<file path="src/rtl/xf_pkg.sv">
package xf_pkg;

    typedef enum logic [1:0] {
        MODE_OFF  = 2'd0,
        MODE_ONE  = 2'd1,
        MODE_TWO  = 2'd2,
        MODE_TWO2 = 2'd3
    } fc_mode_e;

    typedef enum logic [1:0] {
        INS_IDLE   = 2'd0,
        INS_FIRST  = 2'd1,
        INS_SECOND = 2'd2
    } ins_state_e;

    localparam int NUM_CODE_REGS = 4;
    localparam int SEL_OFF_A     = 0;
    localparam int SEL_OFF_B     = 1;
    localparam int SEL_ON_A      = 2;
    localparam int SEL_ON_B      = 3;

    function automatic logic mode_is_pair(input logic [1:0] m);
        return m[1];
    endfunction

endpackage

</file>
<file path="src/rtl/xf_code_regs.sv">
module xf_code_regs
    import xf_pkg::*;
#(
    parameter int CHAR_W = 8
) (
    input  logic              clk,
    input  logic              rst_n,
    input  logic              we,
    input  logic [1:0]        addr,
    input  logic [CHAR_W-1:0] wdata,
    output logic [CHAR_W-1:0] rdata,
    output logic [CHAR_W-1:0] off_a,
    output logic [CHAR_W-1:0] off_b,
    output logic [CHAR_W-1:0] on_a,
    output logic [CHAR_W-1:0] on_b
);

    logic [NUM_CODE_REGS-1:0][CHAR_W-1:0] regs_d, regs_q;

    always_comb begin
        regs_d = regs_q;
        for (int i = 0; i < NUM_CODE_REGS; i++) begin
            if (we && (addr == i[1:0])) begin
                regs_d[i] = wdata;
            end
        end
    end

    always_ff @(posedge clk or negedge rst_n) begin
        if (!rst_n) begin
            regs_q <= '0;
        end else begin
            regs_q <= regs_d;
        end
    end

    assign rdata = regs_q[addr];
    assign off_a = regs_q[SEL_OFF_A];
    assign off_b = regs_q[SEL_OFF_B];
    assign on_a  = regs_q[SEL_ON_A];
    assign on_b  = regs_q[SEL_ON_B];

endmodule

</file>
<file path="src/rtl/xf_rx_match.sv">
module xf_rx_match
    import xf_pkg::*;
#(
    parameter int CHAR_W = 8
) (
    input  logic              clk,
    input  logic              rst_n,
    input  logic [1:0]        mode,
    input  logic              rx_valid,
    input  logic [CHAR_W-1:0] rx_data,
    input  logic [CHAR_W-1:0] off_a,
    input  logic [CHAR_W-1:0] off_b,
    input  logic [CHAR_W-1:0] on_a,
    input  logic [CHAR_W-1:0] on_b,
    output logic              wr_en,
    output logic [CHAR_W-1:0] wr_data,
    output logic              det
);

    typedef struct packed {
        logic              det;
        logic              held_v;
        logic              held_off;
        logic              held_on;
        logic [CHAR_W-1:0] held;
        logic              pend_v;
        logic [CHAR_W-1:0] pend;
        logic              wr_en;
        logic [CHAR_W-1:0] wr_data;
    } rx_state_t;

    rx_state_t s_d, s_q;
    logic      first_off;
    logic      first_on;

    // A byte may open a code; resume codes only count while stopped.
    assign first_off = (rx_data == off_a);
    assign first_on  = s_q.det && (rx_data == on_a);

    always_comb begin
        s_d       = s_q;
        s_d.wr_en = 1'b0;

        if (s_q.pend_v) begin
            s_d.wr_en   = 1'b1;
            s_d.wr_data = s_q.pend;
            s_d.pend_v  = 1'b0;
        end

        if (mode == MODE_OFF) begin
            s_d.det    = 1'b0;
            s_d.held_v = 1'b0;
            s_d.pend_v = 1'b0;
            if (rx_valid) begin
                s_d.wr_en   = 1'b1;
                s_d.wr_data = rx_data;
            end
        end else if (rx_valid) begin
            if (!mode_is_pair(mode)) begin
                s_d.held_v = 1'b0;
                if (first_on) begin
                    s_d.det = 1'b0;
                end else if (first_off) begin
                    s_d.det = 1'b1;
                end else begin
                    s_d.wr_en   = 1'b1;
                    s_d.wr_data = rx_data;
                end
            end else if (s_q.held_v) begin
                if (s_q.held_on && (rx_data == on_b)) begin
                    s_d.det    = 1'b0;
                    s_d.held_v = 1'b0;
                end else if (s_q.held_off && (rx_data == off_b)) begin
                    s_d.det    = 1'b1;
                    s_d.held_v = 1'b0;
                end else begin
                    s_d.wr_en   = 1'b1;
                    s_d.wr_data = s_q.held;
                    if (first_off || first_on) begin
                        s_d.held     = rx_data;
                        s_d.held_off = first_off;
                        s_d.held_on  = first_on;
                    end else begin
                        s_d.held_v = 1'b0;
                        s_d.pend_v = 1'b1;
                        s_d.pend   = rx_data;
                    end
                end
            end else if (first_off || first_on) begin
                s_d.held_v   = 1'b1;
                s_d.held     = rx_data;
                s_d.held_off = first_off;
                s_d.held_on  = first_on;
            end else begin
                s_d.wr_en   = 1'b1;
                s_d.wr_data = rx_data;
            end
        end
    end

    always_ff @(posedge clk or negedge rst_n) begin
        if (!rst_n) begin
            s_q <= '0;
        end else begin
            s_q <= s_d;
        end
    end

    assign wr_en   = s_q.wr_en;
    assign wr_data = s_q.wr_data;
    assign det     = s_q.det;

endmodule

</file>
<file path="src/rtl/xf_tx_insert.sv">
module xf_tx_insert
    import xf_pkg::*;
#(
    parameter int CHAR_W = 8,
    parameter int LVL_W  = 6
) (
    input  logic              clk,
    input  logic              rst_n,
    input  logic [1:0]        mode,
    input  logic [LVL_W-1:0]  level,
    input  logic [LVL_W-1:0]  trig,
    input  logic              det,
    input  logic              tx_busy,
    input  logic              ack,
    input  logic [CHAR_W-1:0] off_a,
    input  logic [CHAR_W-1:0] off_b,
    input  logic [CHAR_W-1:0] on_a,
    input  logic [CHAR_W-1:0] on_b,
    output logic              req,
    output logic [CHAR_W-1:0] char_o,
    output logic              halt
);

    typedef struct packed {
        ins_state_e state;
        logic       dir_off;
        logic       told_off;
        logic       above;
        logic       halt;
    } tx_state_t;

    tx_state_t s_d, s_q;
    logic      above_now;

    // Hysteresis: equal to the trigger keeps the last side.
    always_comb begin
        if (level > trig) begin
            above_now = 1'b1;
        end else if (level < trig) begin
            above_now = 1'b0;
        end else begin
            above_now = s_q.above;
        end
    end

    always_comb begin
        s_d       = s_q;
        s_d.above = above_now;

        if (mode == MODE_OFF) begin
            s_d.halt = 1'b0;
        end else if (!tx_busy) begin
            s_d.halt = det;
        end

        if (mode == MODE_OFF) begin
            s_d.state    = INS_IDLE;
            s_d.told_off = 1'b0;
        end else begin
            unique case (s_q.state)
                INS_IDLE: begin
                    if (above_now != s_q.told_off) begin
                        s_d.state   = INS_FIRST;
                        s_d.dir_off = above_now;
                    end
                end
                INS_FIRST: begin
                    if (ack) begin
                        if (mode_is_pair(mode)) begin
                            s_d.state = INS_SECOND;
                        end else begin
                            s_d.state    = INS_IDLE;
                            s_d.told_off = s_q.dir_off;
                        end
                    end
                end
                INS_SECOND: begin
                    if (ack) begin
                        s_d.state    = INS_IDLE;
                        s_d.told_off = s_q.dir_off;
                    end
                end
                default: s_d.state = INS_IDLE;
            endcase
        end
    end

    always_ff @(posedge clk or negedge rst_n) begin
        if (!rst_n) begin
            s_q <= '{state: INS_IDLE, default: '0};
        end else begin
            s_q <= s_d;
        end
    end

    always_comb begin
        unique case (s_q.state)
            INS_FIRST:  char_o = s_q.dir_off ? off_a : on_a;
            INS_SECOND: char_o = s_q.dir_off ? off_b : on_b;
            default:    char_o = '0;
        endcase
    end

    assign req  = (s_q.state != INS_IDLE);
    assign halt = s_q.halt;

endmodule

</file>
<file path="src/rtl/xonxoff_flow_ctrl.sv">
module xonxoff_flow_ctrl
    import xf_pkg::*;
#(
    parameter int CHAR_W = 8,
    parameter int LVL_W  = 6
) (
    input  logic              clk,
    input  logic              rst_n,
    input  logic              cfg_we,
    input  logic [1:0]        cfg_addr,
    input  logic [CHAR_W-1:0] cfg_wdata,
    output logic [CHAR_W-1:0] cfg_rdata,
    input  logic [1:0]        fc_mode,
    input  logic              rx_valid,
    input  logic [CHAR_W-1:0] rx_data,
    output logic              fifo_wr_en,
    output logic [CHAR_W-1:0] fifo_wr_data,
    input  logic [LVL_W-1:0]  fifo_level,
    input  logic [LVL_W-1:0]  fifo_trig,
    input  logic              tx_busy,
    output logic              tx_halt,
    output logic              ins_req,
    output logic [CHAR_W-1:0] ins_char,
    input  logic              ins_ack,
    input  logic              xoff_irq_en,
    output logic              xoff_det,
    output logic              xoff_irq
);

    logic [CHAR_W-1:0] code_off_a;
    logic [CHAR_W-1:0] code_off_b;
    logic [CHAR_W-1:0] code_on_a;
    logic [CHAR_W-1:0] code_on_b;

    xf_code_regs #(.CHAR_W(CHAR_W)) u_regs (
        .clk   (clk),
        .rst_n (rst_n),
        .we    (cfg_we),
        .addr  (cfg_addr),
        .wdata (cfg_wdata),
        .rdata (cfg_rdata),
        .off_a (code_off_a),
        .off_b (code_off_b),
        .on_a  (code_on_a),
        .on_b  (code_on_b)
    );

    xf_rx_match #(.CHAR_W(CHAR_W)) u_rx (
        .clk      (clk),
        .rst_n    (rst_n),
        .mode     (fc_mode),
        .rx_valid (rx_valid),
        .rx_data  (rx_data),
        .off_a    (code_off_a),
        .off_b    (code_off_b),
        .on_a     (code_on_a),
        .on_b     (code_on_b),
        .wr_en    (fifo_wr_en),
        .wr_data  (fifo_wr_data),
        .det      (xoff_det)
    );

    xf_tx_insert #(.CHAR_W(CHAR_W), .LVL_W(LVL_W)) u_tx (
        .clk     (clk),
        .rst_n   (rst_n),
        .mode    (fc_mode),
        .level   (fifo_level),
        .trig    (fifo_trig),
        .det     (xoff_det),
        .tx_busy (tx_busy),
        .ack     (ins_ack),
        .off_a   (code_off_a),
        .off_b   (code_off_b),
        .on_a    (code_on_a),
        .on_b    (code_on_b),
        .req     (ins_req),
        .char_o  (ins_char),
        .halt    (tx_halt)
    );

    assign xoff_irq = xoff_det && xoff_irq_en;

endmodule

</file>
<file path="config.mk">
export PLATFORM = sky130hd
export DESIGN_NAME = xonxoff_flow_ctrl
export DESIGN_NICKNAME = d
export VERILOG_FILES = /design/src/rtl/xf_pkg.sv /design/src/rtl/xf_code_regs.sv /design/src/rtl/xf_rx_match.sv /design/src/rtl/xf_tx_insert.sv /design/src/rtl/xonxoff_flow_ctrl.sv
export SDC_FILE = /design/constraint.sdc
export NUM_CORES = 1
export LEC_CHECK = 0
export BUFFER_PORTS_ARGS = -buffer_cell sky130_fd_sc_hd__buf_4
export CAP_MARGIN = 10
export CORE_MARGIN = 4
export CORE_UTILIZATION = 35
export CTS_CLUSTER_DIAMETER = 100
export CTS_CLUSTER_SIZE = 10
export DETAILED_ROUTE_END_ITERATION = 8
export PLACE_DENSITY_LB_ADDON = 0.3
export SETUP_SLACK_MARGIN = 0.02
export SLEW_MARGIN = 20
export SYNTH_ARGS = -nofsm -noshare
export SYNTH_HDL_FRONTEND = slang
export SYNTH_SLANG_ARGS = --single-unit
</file>
<file path="constraint.sdc">
create_clock -name clk -period 2.45 [get_ports clk]
set_input_delay 0.1225 -clock clk [delete_from_list [all_inputs] [get_ports clk]]
set_output_delay 0.1225 -clock clk [all_outputs]
set_load 0.05 [all_outputs]
</file>
# Yosys cells after proc, flatten, opt, wreduce, memory -nomap -nowiden
# Cells that the tools add are included.
[op_classes]
n_lt_le_gt_ge = 3
eq_ne = 19
mux = 47
bitwise_logic = 4
n_reduce_logical = 24
[ops]
columns = ["operator", "count"]
rows = [
  ["2-to-1 mux 9 bit", 10],
  ["2-to-1 mux 28 bit", 2],
  ["== test 8 bit", 4],
  ["2-to-1 mux 30 bit", 1],
  ["2-to-1 mux 8 bit", 3],
  ["2-to-1 mux 11 bit", 2],
  ["2-to-1 mux 19 bit", 1],
  ["binary-select mux 8 bit (select 2 bit)", 1],
  ["case mux 8 bit (2 select lines)", 1],
  ["2-to-1 mux 1 bit", 15],
  ["2-to-1 mux 2 bit", 7],
  ["AND reduction 7 bit", 2],
  ["2-to-1 mux 10 bit", 1],
  ["inequality test 3 bit (second input constant)", 3],
  ["logical AND 1 bit", 8],
  ["AND reduction 4 bit", 2],
  ["== test 2 bit (second input constant)", 3],
  ["greater-than comparator 6 bit", 1],
  ["logical NOT 2 bit", 3],
  ["< comparator 6 bit", 1],
  ["case mux 2 bit (3 select lines)", 1],
  ["AND reduction 3 bit", 2],
  ["nonzero test 2 bit", 3],
  ["nonzero test 3 bit", 2],
  ["other kinds (13)", 18],
]
[word_totals]
reg_bits = 68
inputBits = 39
output_inout_bits = 29
word_cells = 115

# Longest topological paths before layout
# Gate-level depths: netlist of run 1.
[logic_depth]
word_depth = 10
depth_mapped = 9
mapped_depth_nobuf = 9

# Cells and area by module
# A second synthesis of run 1 with hierarchy kept.
[hier_totals]
hier_cells = 352
area_unflattened_um2 = 4290.4
[modules_own_cells]
columns = ["mod", "n_inst", "cells_per_inst", "area_each_um2", "seq_area_each_um2"]
rows = [
  ["xf_rx_match", 1, 175, 1973.1, 750.7],
  ["xf_code_regs", 1, 78, 1426.4, 800.8],
  ["xf_tx_insert", 1, 98, 884.6, 150.1],
  ["xonxoff_flow_ctrl", 1, 1, 6.3, 0.0],
]

# Worst setup path after synthesis of run 1
# Ideal clock, no wire load.
[synth_timing]
path_kind = "reg2reg"
startpoint = "reg u_regs.regs_q (netlist bit u_regs.off_b[6])"
endpoint = "reg u_rx.s_q[10] in the netlist's numbering"
setup_ns = 0.125
arrival_ns = 2.049
required_time_ns = 2.325
path_slack_ns = 0.275
path_stages_with_launch = 8
path_buffers = 1
synth_period_minus_slack_ns = 2.175
path_cell_list = "dfrtp_1 -> xor2_1 -> or4_4 -> o31a_4 -> nand4_4 -> or2_1 -> buf_6 -> mux2_4"
[synth_between]
elab_chain_len = 4
[synth_rtl]
columns = ["element", "line", "rtl"]
rows = [
  ["start, declared", "xf_code_regs.sv:18", "logic [NUM_CODE_REGS-1:0][CHAR_W-1:0] regs_d, regs_q;"],
  ["start signal, assigned", "xf_code_regs.sv:33", "regs_q <= regs_d;"],
  ["== test 8 bit", "xf_rx_match.sv:73", "end else if (s_q.held_off && (rx_data == off_b)) begin"],
  ["logical AND 1 bit", "xf_rx_match.sv:73", ""],
  ["inverter 1 bit (no source line)", "--", ""],
  ["AND reduction 7 bit (no source line)", "--", ""],
  ["end signal, assigned", "xf_rx_match.sv:103", "s_q <= '0;"],
  ["end signal, assigned", "xf_rx_match.sv:105", "s_q <= s_d;"],
  ["end, declared", "xf_rx_match.sv:32", "rx_state_t s_d, s_q;"],
]
# Every way passes these cells.
# A chain may end at the register's enable or synchronous reset.

# Final worst setup path of run 1
[layout_timing]
startpoint = "reg u_regs.regs_q (netlist bit u_regs.off_b[0])"
endpoint = "reg u_rx.s_q[13] in the netlist's numbering"
# The elaborated chain is that of the path after synthesis.

==> results of run 1 <==
==> metrics by stage <==
| stage | area, um^2 | worst slack [ns] | std cells |
|---|---|---|---|
| 6_report | 4942 | 0.1436 | 552 |
| 2_1_floorplan | 4065 | 0.2755 | 345 |
| 5_1_grt | 4942 | 0.04511 | 552 |
| 4_1_cts | 4931 | 0.08215 | 552 |
| 3_5_place_dp | 4618 | 0.09436 | 535 |
| 3_3_place_gp | 4618 | 0.1353 | 535 |
==> state kept, by name, indices dropped and copies added, names as in the netlist <==
name          count
u_regs.off_b      8
u_regs.off_a      8
u_rx.wr_data      8
u_rx.s_q         20
u_regs.on_a       8
u_rx.det          1
u_tx.halt         1
u_tx.s_q          5
u_rx.wr_en        1
u_regs.on_b       8
==> where the power goes <==
group | internal, uW | leakage, uW | switching [uW]
clock | 813 | 0.000144 | 487
sequential | 1310 | 0.000835 | 174
combinational | 675 | 0.00132 | 939
total | 2800 | 0.00230 | 1600
==> path summary, 6_finish.rpt <==
kind | from | to | slack (ns)
min in group asynchronous | rst_n | u_rx.wr_data[2] | 0.46
setup reg to reg | u_regs.off_b[0] | u_rx.s_q[13] | 0.14
hold / removal | cfg_wdata[3] | u_regs.on_b[3] | 0.05
hold reg to reg | u_rx.s_q[26] | u_rx.s_q[26] | 0.50
max in group asynchronous | rst_n | u_regs.on_b[6] | 1.41
setup / recovery | u_regs.off_b[0] | u_rx.s_q[13] | 0.14
==> final cells by class <==
| cell class | count | share of cell area [%] |
|---|---|---|
| clock inverter | 6 | 1.291 |
| timing repair buffer | 74 | 11.37 |
| inverter | 14 | 1.063 |
| tap | 143 | 3.620 |
| multi-input combinational | 237 | 43.39 |
| clock buffer | 10 | 4.835 |
| sequential | 68 | 34.43 |
==> layer usage <==
| metal | up-vias | global-route usage, % | part of all wire (%) |
|---|---|---|---|
| met5 | - | 0 | 0 |
| met4 | 0 | 4.795 | 1.7 |
| met3 | 10 | 3.446 | 3.3 |
| met2 | 53 | 24.78 | 48 |
| met1 | 1373 | 21.37 | 47 |
| li1 | 1334 | - | - |
==> placed cells by master, fill, tap and decap left out, drive strengths merged, types with 3 or more instances in the layout <==
cell type,instances
a21oi,11
and2,10
buf,73
clkbuf,10
clkinv,3
dfrtp,68
ha,9
inv,14
mux2,56
mux2i,20
mux4,8
nand2,17
nand3,10
nand3b,3
nand4,6
nor2,8
o21ai,13
o22ai,7
o31ai,3
or2,3
xnor2,21
xor2,12
==> kinds of logic after synthesis <==
logic type | Yosys count | share of synthesized area (%)
muxes | 84 | 26.35
DFF | 68 | 41.86
and+or+nand+nor | 66 | 9.234
AOI/OAI and AO/OA | 45 | 7.110
buffers and inverters | 40 | 5.571
xor gates and xnor gates | 33 | 7.110
adders and majority gates | 9 | 2.770
==> synthesized netlist by cell type (all sizes together) <==
library cell / number / area (um^2)
or2: 3 / 18.77
o21ai: 13 / 65.06
or4: 1 / 11.26
a211oi: 1 / 7.510
nor2: 8 / 30.03
nand2b: 1 / 6.260
o31a: 1 / 17.52
and3: 1 / 6.260
nand4: 6 / 52.55
nor2b: 1 / 6.260
nor3: 2 / 10.01
mux2i: 20 / 200.2
o221ai: 1 / 8.760
a21o: 2 / 15.01
ha: 9 / 112.6
xnor2: 21 / 183.9
o211a: 1 / 10.01
o31ai: 3 / 22.52
nor3b: 1 / 7.510
o211ai: 1 / 7.510
inv: 14 / 52.55
mux4: 8 / 180.2
nor4: 1 / 6.260
nand2: 17 / 63.81
nand3b: 3 / 22.52
o21bai: 1 / 7.510
mux2: 56 / 690.7
o21a: 2 / 22.52
a31oi: 1 / 6.260
clkbuf: 7 / 27.52
nand3: 10 / 62.56
o22ai: 7 / 43.79
dfrtp: 68 / 1702
and2: 10 / 62.56
a21oi: 11 / 55.05
xor2: 12 / 105.1
nand4b: 1 / 8.760
buf: 19 / 146.4
==> timing repair <==
item,4_1_cts,5_1_grt
resized for setup,0,2
endpoints found under the hold margin,68,0
endpoints found under the setup margin,0,8
hold buffers,1,0
==> results.toml, run 1 <==
[drt]
drc_errors = 0
antenna_left = 0
routedWlPerCell_um = 17.46
wl_mm = 9.640
drt-initial-drc-count = 189
vias_per_cell = 5.018
drt_pass1_iterations = 4
via_count = 2770

[finish]
drive_gt1_share_pct = 39.36
fin_nets = 452
fill_cells = 1076
regArea_um2 = 1702
final_util_pct = 43.47
antenna_cells = 0
multiInputGateArea_um2 = 2145
area_delta_synth_final_pct = 21.58

[critical_path]
r2r_cells = 8
startpoint_type = "flip-flop"
path_cells = "xnor2_1 > nand4_1 > or4_4 > o31a_4 > nand4_4 > or2_1 > buf_6 > mux2_4"
crit_family = "simple AND/OR/NAND/NOR gates"
cp-end-kind = "flip-flop"
critPathBufInv = 1
cp_slowest_cell = "or4_4"
crit_path_max_incr_delay_ns = 0.42
path_max_fanout = 9
cp.required_ns = 2.66
cp.depth = 8
setup.worst_path.class = "reg -> reg"
critPathArrivalTime_ns = 2.52

[run_status]
status = "finished clean"

[timing]
fin_worst_skew_ns = 0.004095
hold_viol_final = 0
fin_hold_ws_ns = 0.05290
slew_violations = 0
fin_crit_sh_pct = 94.14
slew_headroom_pct = 40.96
tightest_slew_ns = 0.8855
grt_setup_unrepaired = "no"
final-setup-viol-count = 0
fin_crit_ns = 2.306
fin_tns_setup_ns = 0
fmax_ghz = 0.4336

[yosys]
ys_seq_elements = 68
synth_cells = 345
yosysSeqAreaShare_pct = 41.86
synth_cell_types = 48
syn_nets = 393
synth_area_um2 = 4065
syn_area_per_cell_um2 = 11.78
yosys_warnings = 0

[clocking]
htree_levels = 3
cts_tree = "yes"
clock_sinks = 68
numCtsBuffers = 9
clock-root-buffer = "clkbuf_16"
cts_setup_buffers = 0
clock_latency_ns = 0.33
clockBufferDepth = 2
cts.reportedPaths.clkPinSlew_ns = 0.05

[die]
start_util_pct = 35.75
dieHeight_um = 115.8
rows = 39
core-area_um2 = 11370
fp.dieW_um = 115.8
dieArea_um2 = 13400
ios = 68

[worst_hold_path]
min_path_type = "in -> reg"
hold_depth = 2

[pwr]
power_leakage_uw = 0.002296
total_power_uw = 4396
power_density_nw_per_um2 = 889.5
peakVddDrop_uv = 368.9

[global_route]
grt-ovfl-total = 0
antenna_found_initial = 0
grt_max_degree = 69
grt_use_total_pct = 15.59
grt_pass1_wl_mm = 16.22
first_global_vias = 3052

[place]
dp_hpwl_mm = 7.009
portBuffers = 67
gp_congestion = 0.7820

[flow_run]
drv_cap = 0
No activity file was read; power rests on OpenSTA's default activity.
==> inputs of run 2 (changes only) <==
Clock period 2.45 ns to 2.3 ns, I/O delays scaled along.
==> run 2 against run 1 <==
Routed wire length decreased by 0.22%. Sequential share of layout area decreased by 0.087 points. Largest power group unchanged. Critical path depth decreased by 1. Clock skew increased by 0.0015 ns. Critical path type unchanged. Maximum frequency increased by 2.6%. Clock power decreased by 3%.
==> results.toml, run 2 (synthesis gave the netlist of run 1 again) <==
[die]
start_util_pct = 35.75
dieHeight_um = 115.8
fp.dieW_um = 115.8
dieArea_um2 = 13400
ios = 68
rows = 39
core-area_um2 = 11370

[critical_path]
rrSetupSlack_ns = 0.05
r2r_cells = 7
timing.rr.start = "u_regs.off_b[0]"
cp.required_ns = 2.51
path_max_fanout = 5
startpoint_type = "flip-flop"
rr_endpoint = "u_rx.s_q[19]"
critPathArrivalTime_ns = 2.46
setup.worst_path.class = "reg -> reg"
cp-end-kind = "flip-flop"

[finish]
final_util_pct = 43.58
regArea_um2 = 1702
instances_no_fill = 556
fin_nets = 457
antenna_cells = 0
multiInputGateArea_um2 = 2151
area_delta_synth_final_pct = 21.88
final_common_cell = "buf_4"
fill_cells = 1064
drive_gt1_share_pct = 39.71
final_cell_mix = "buf_4, dfrtp_1, mux2_2"
largest_register_ffs = 20
largest_register = "u_rx.s_q"

[place]
dpl.cell_count = 536
gp_congestion = 0.7604
portBuffers = 67
dp_hpwl_mm = 7.001
dpl_worst_slack_ns = 0.02437

[drt]
routedWlPerCell_um = 17.30
vias_per_cell = 5.108
wl_mm = 9.619
via_count = 2840
antenna_left = 0
drc_errors = 0
drt-initial-drc-count = 114
drt_pass1_iterations = 4

[timing]
tightest_slew_ns = 0.8711
final-setup-viol-count = 0
fin_crit_sh_pct = 97.76
grt_setup_unrepaired = "yes"
fin_hold_ws_ns = 0.04700
hold_viol_final = 0
fin_worst_skew_ns = 0.005566
fin_crit_ns = 2.249
fmax_ghz = 0.4447
slew_headroom_pct = 41.93
fin_ws_ns = 0.05142
slew_violations = 0

[global_route]
grt_max_degree = 69
grt_pass1_wl_mm = 15.68
antenna_found_initial = 0
first_global_vias = 2949
grt-ovfl-total = 0
grt_use_total_pct = 15.14

[clocking]
htree_levels = 3
cts.reportedPaths.clkPinSlew_ns = 0.05
numCtsBuffers = 9
clock_latency_ns = 0.33
clock_sinks = 68
clockBufferDepth = 2
cts_tree = "yes"
clock-root-buffer = "clkbuf_16"

[pwr]
peakVddDrop_uv = 441.9
clkPwrFrac_pct = 27.7
power_switching_uw = 1662
pwr-share-comb_pct = 37.6
total_power_uw = 4559
power_density_nw_per_um2 = 920.0
internal-power_uw = 2896
p_seq_share_pct = 34.7
p_sw_share_pct = 36.47
power_leakage_uw = 0.002308

[worst_hold_path]
min_from = "cfg_wdata[1]"
min_path_type = "in -> reg"
worstHoldEndpoint = "u_regs.on_b[1]"
hold_depth = 2

[run_status]
status = "finished clean"

[flow_run]
drv_cap = 0
==> run 2: cell type report <==
cell class,count,area share (%)
clock buffer,13,5.253
tap,143,3.611
sequential,68,34.34
timing repair buffer,78,12.12
clock inverter,2,0.2020
inverter,14,1.061
multi-input combinational,238,43.41
==> run 2: worst max-delay path, cell delays in order (launching register included) <==
cell and delay (ns):
dfrtp_1 0.41, xnor2_1 0.18, nand4_1 0.12, or4_4 0.42, o31a_4 0.32, o21a_4 0.25, nand3_4 0.13, mux2_4 0.31
==> run 2: how the worst max path moves through the flow <==
stage	from	end
after floorplan	u_regs.off_b[6]	u_rx.s_q[10]
after global placement	u_regs.off_b[2]	u_rx.s_q[20]
after detailed placement	u_regs.off_b[2]	u_rx.s_q[25]
after CTS	u_regs.off_b[2]	u_rx.wr_data[2]
after global routing	u_regs.off_b[0]	u_rx.s_q[19]
final	u_regs.off_b[0]	u_rx.s_q[19]
==> run 2: power groups by stage <==
stage / clock (uW) / combinational [uW] / sequential [uW]
final: 1260 / 1720 / 1580
after global routing: 1350 / 1850 / 1610
after CTS: 1290 / 1740 / 1580
after detailed placement: 0 / 1720 / 1600
after global placement: 0 / 1710 / 1590
after floorplan: 0 / 1250 / 1570
==> run 2: metrics by stage <==
step	setup TNS (ns)	instance area [um^2]
floorplan	0	4065
CTS	0	4928
finish	0	4955
global placement	0	4638
global route	-0.1016	4955
detailed placement	0	4638
==> run 2: layer usage <==
metal | wire length (um) | GRT usage, % | vias up
met4 | 80 | 3.248 | 0
met2 | 4785 | 25.01 | 67
met3 | 491 | 3.290 | 10
li1 | - | - | 1347
met1 | 4262 | 20.57 | 1416
met5 | 0 | 0 | -
==> run 2: what timing repair did <==
| action | 4_1_cts | 5_1_grt |
|---|---|---|
| cloned | 1 | 0 |
| resized for setup | 0 | 2 |
| pin swaps | 0 | 1 |
| hold endpoints to repair | 68 | 0 |
| hold buffers | 1 | 0 |
| buffers inserted | 0 | 3 |
| setup endpoints to repair | 8 | 24 |
==> inputs of run 3 (changes only) <==
Settings changed: CAP_MARGIN 10 to 20, CORE_MARGIN 4 to 2, CORE_UTILIZATION 35 to 55.
==> run 3 against run 2 <==
Clock power is 9.5% lower. Routed wire length fell by 6.1%. First-iteration DRC count up 38%. Sequential share of layout area increased by 0.60 points. Final cell count shrank 8.1%. Hold slack worse by 0.028 ns. Critical path depth decreased by 1. Maximum frequency rose by 1.5%. Register-to-register slack improved by 0.03 ns. Setup slack better by 0.032 ns. Non-clock buffer count is 2 lower. Clock-buffer cell count down 3.
==> results.toml, run 3 (synthesis gave the netlist of run 1 again) <==
[worst_hold_path]
min_path_type = "in -> reg"
hold_depth = 2
worstHoldEndpoint = "u_regs.off_a[5]"
min_from = "cfg_wdata[5]"

[critical_path]
path_cells = "xor2_1 > or4_4 > o31a_4 > o21a_4 > nand3_4 > mux2_4"
critPathArrivalTime_ns = 2.45
cp_slowest_cell = "or4_4"
rr_endpoint = "u_rx.s_q[25]"
timing.rr.start = "u_regs.off_b[6]"
crit_family = "simple AND/OR/NAND/NOR gates"
crit_path_max_incr_delay_ns = 0.53
cp-end-kind = "flip-flop"
critPathBufInv = 0
rrSetupSlack_ns = 0.08
path_max_fanout = 5
r2r_cells = 6
setup.worst_path.class = "reg -> reg"
cp.required_ns = 2.53
startpoint_type = "flip-flop"

[place]
portBuffers = 67
dp_hpwl_mm = 6.438
dpl_worst_slack_ns = 0.03131
dpl.cell_count = 491
gp_congestion = 0.7785

[drt]
drc_errors = 0
antenna_left = 0
vias_per_cell = 5.638
routedWlPerCell_um = 17.67
wl_mm = 9.031
drt_pass1_iterations = 4
drt-initial-drc-count = 157
via_count = 2881

[pwr]
power_density_nw_per_um2 = 913.3
clkPwrFrac_pct = 25.7
p_sw_share_pct = 37.80
p_seq_share_pct = 35.5
pwr-share-comb_pct = 38.8
power_leakage_uw = 0.002296
power_switching_uw = 1681
peakVddDrop_uv = 671.0
internal-power_uw = 2766

[finish]
fin_nets = 455
drive_gt1_share_pct = 40.78
instances_no_fill = 511
fill_cells = 565
area_delta_synth_final_pct = 19.79
largest_register = "u_rx.s_q"
final_common_cell = "buf_4"
final_util_pct = 67.50
antenna_cells = 0
largest_register_ffs = 20
final_cell_mix = "buf_4, dfrtp_1, mux2_2"

[clocking]
cts_tree = "yes"
clockBufferDepth = 2
htree_levels = 3
clock_latency_ns = 0.35
clock_sinks = 68
numCtsBuffers = 9
clock-root-buffer = "clkbuf_8"
cts.reportedPaths.clkPinSlew_ns = 0.08

[run_status]
status = "finished clean"

[timing]
slew_headroom_pct = 43.60
slew_violations = 0
fin_crit_sh_pct = 96.36
hold_viol_final = 0
tightest_slew_ns = 0.8459
fin_crit_ns = 2.216
fin_ws_ns = 0.08376
fmax_ghz = 0.4512
final-setup-viol-count = 0
grt_setup_unrepaired = "yes"
fin_worst_skew_ns = 0.01179

[die]
dieHeight_um = 89.97
dieArea_um2 = 8095
core-area_um2 = 7214
start_util_pct = 56.35
fp.dieW_um = 89.97
rows = 31
ios = 68

[global_route]
grt_use_total_pct = 23.48
grt-ovfl-total = 0
first_global_vias = 2939
grt_pass1_wl_mm = 14.91
grt_max_degree = 69
antenna_found_initial = 0

[flow_run]
drv_cap = 0
## run 3: cell count changes in the layout (fill, tap and decap cells not counted)
cell | previous run | this run
buf_4 | 76 | 74
clkbuf_1 | 2 | 0
inv_6 | 0 | 1
bufinv_16 | 0 | 2
clkbuf_16 | 9 | 0
clkinv_2 | 2 | 0
xnor2_2 | 0 | 3
clkbuf_8 | 2 | 10
clkinv_4 | 0 | 3
xnor2_1 | 21 | 18
## run 3: stage by stage
stage	area, um^2	total power [uW]	hold slack, ns	setup TNS, ns
after global placement	4576	3268	0.2743	0
after CTS	4818	4454	0.009468	0
after floorplan	4065	2818	-0.1806	0
after detailed placement	4576	3308	0.2802	0
final	4870	4448	0.01950	0
after global routing	4870	4662	0.02167	-0.03454
## run 3: repair_timing
action / 4_1_cts / 5_1_grt
setup endpoints to repair: 0 / 24
gates resized for setup: 0 / 5
hold buffers: 1 / 0
endpoints found under the hold margin: 68 / 0
buffers inserted: 0 / 2
## run 3: how the worst max path moves through the flow
stage                     depth (start not counted)       startpoint           end
after floorplan                                   7  u_regs.off_b[6]  u_rx.s_q[10]
final                                             6  u_regs.off_b[6]  u_rx.s_q[25]
after global routing                              7  u_regs.off_b[0]  u_rx.s_q[25]
after detailed placement                          7  u_regs.off_b[4]  u_rx.s_q[21]
after global placement                            7  u_regs.off_b[4]  u_rx.s_q[23]
after CTS                                         7  u_regs.off_b[4]  u_rx.s_q[25]
## run 3: per-layer routing
layer	track usage, %	share of wire (%)	vias up
li1	-	-	1347
met1	30.38	44	1441
met2	38.57	50	73
met5	0	0	-
met3	3.688	3.7	20
met4	11.92	2.9	0
## run 3: power by group through the flow
stage / Combinational (uW) / Clock (uW) / Sequential, uW
after floorplan: 1250 / 0 / 1570
after global placement: 1680 / 0 / 1590
after detailed placement: 1710 / 0 / 1600
after CTS: 1720 / 1160 / 1570
after global routing: 1850 / 1210 / 1610
final: 1720 / 1140 / 1580
## run 3: cell type report
cell class / instances / area, um^2 / share of cell area (%)
inverters: 14 / 52.55 / 1.079
clock inverters: 6 / 95.09 / 1.953
repair buffers: 76 / 585.6 / 12.02
well taps: 99 / 123.9 / 2.544
multi-input cells: 238 / 2173 / 44.63
flip-flops and latches: 68 / 1702 / 34.94
clock buffers: 10 / 137.6 / 2.826
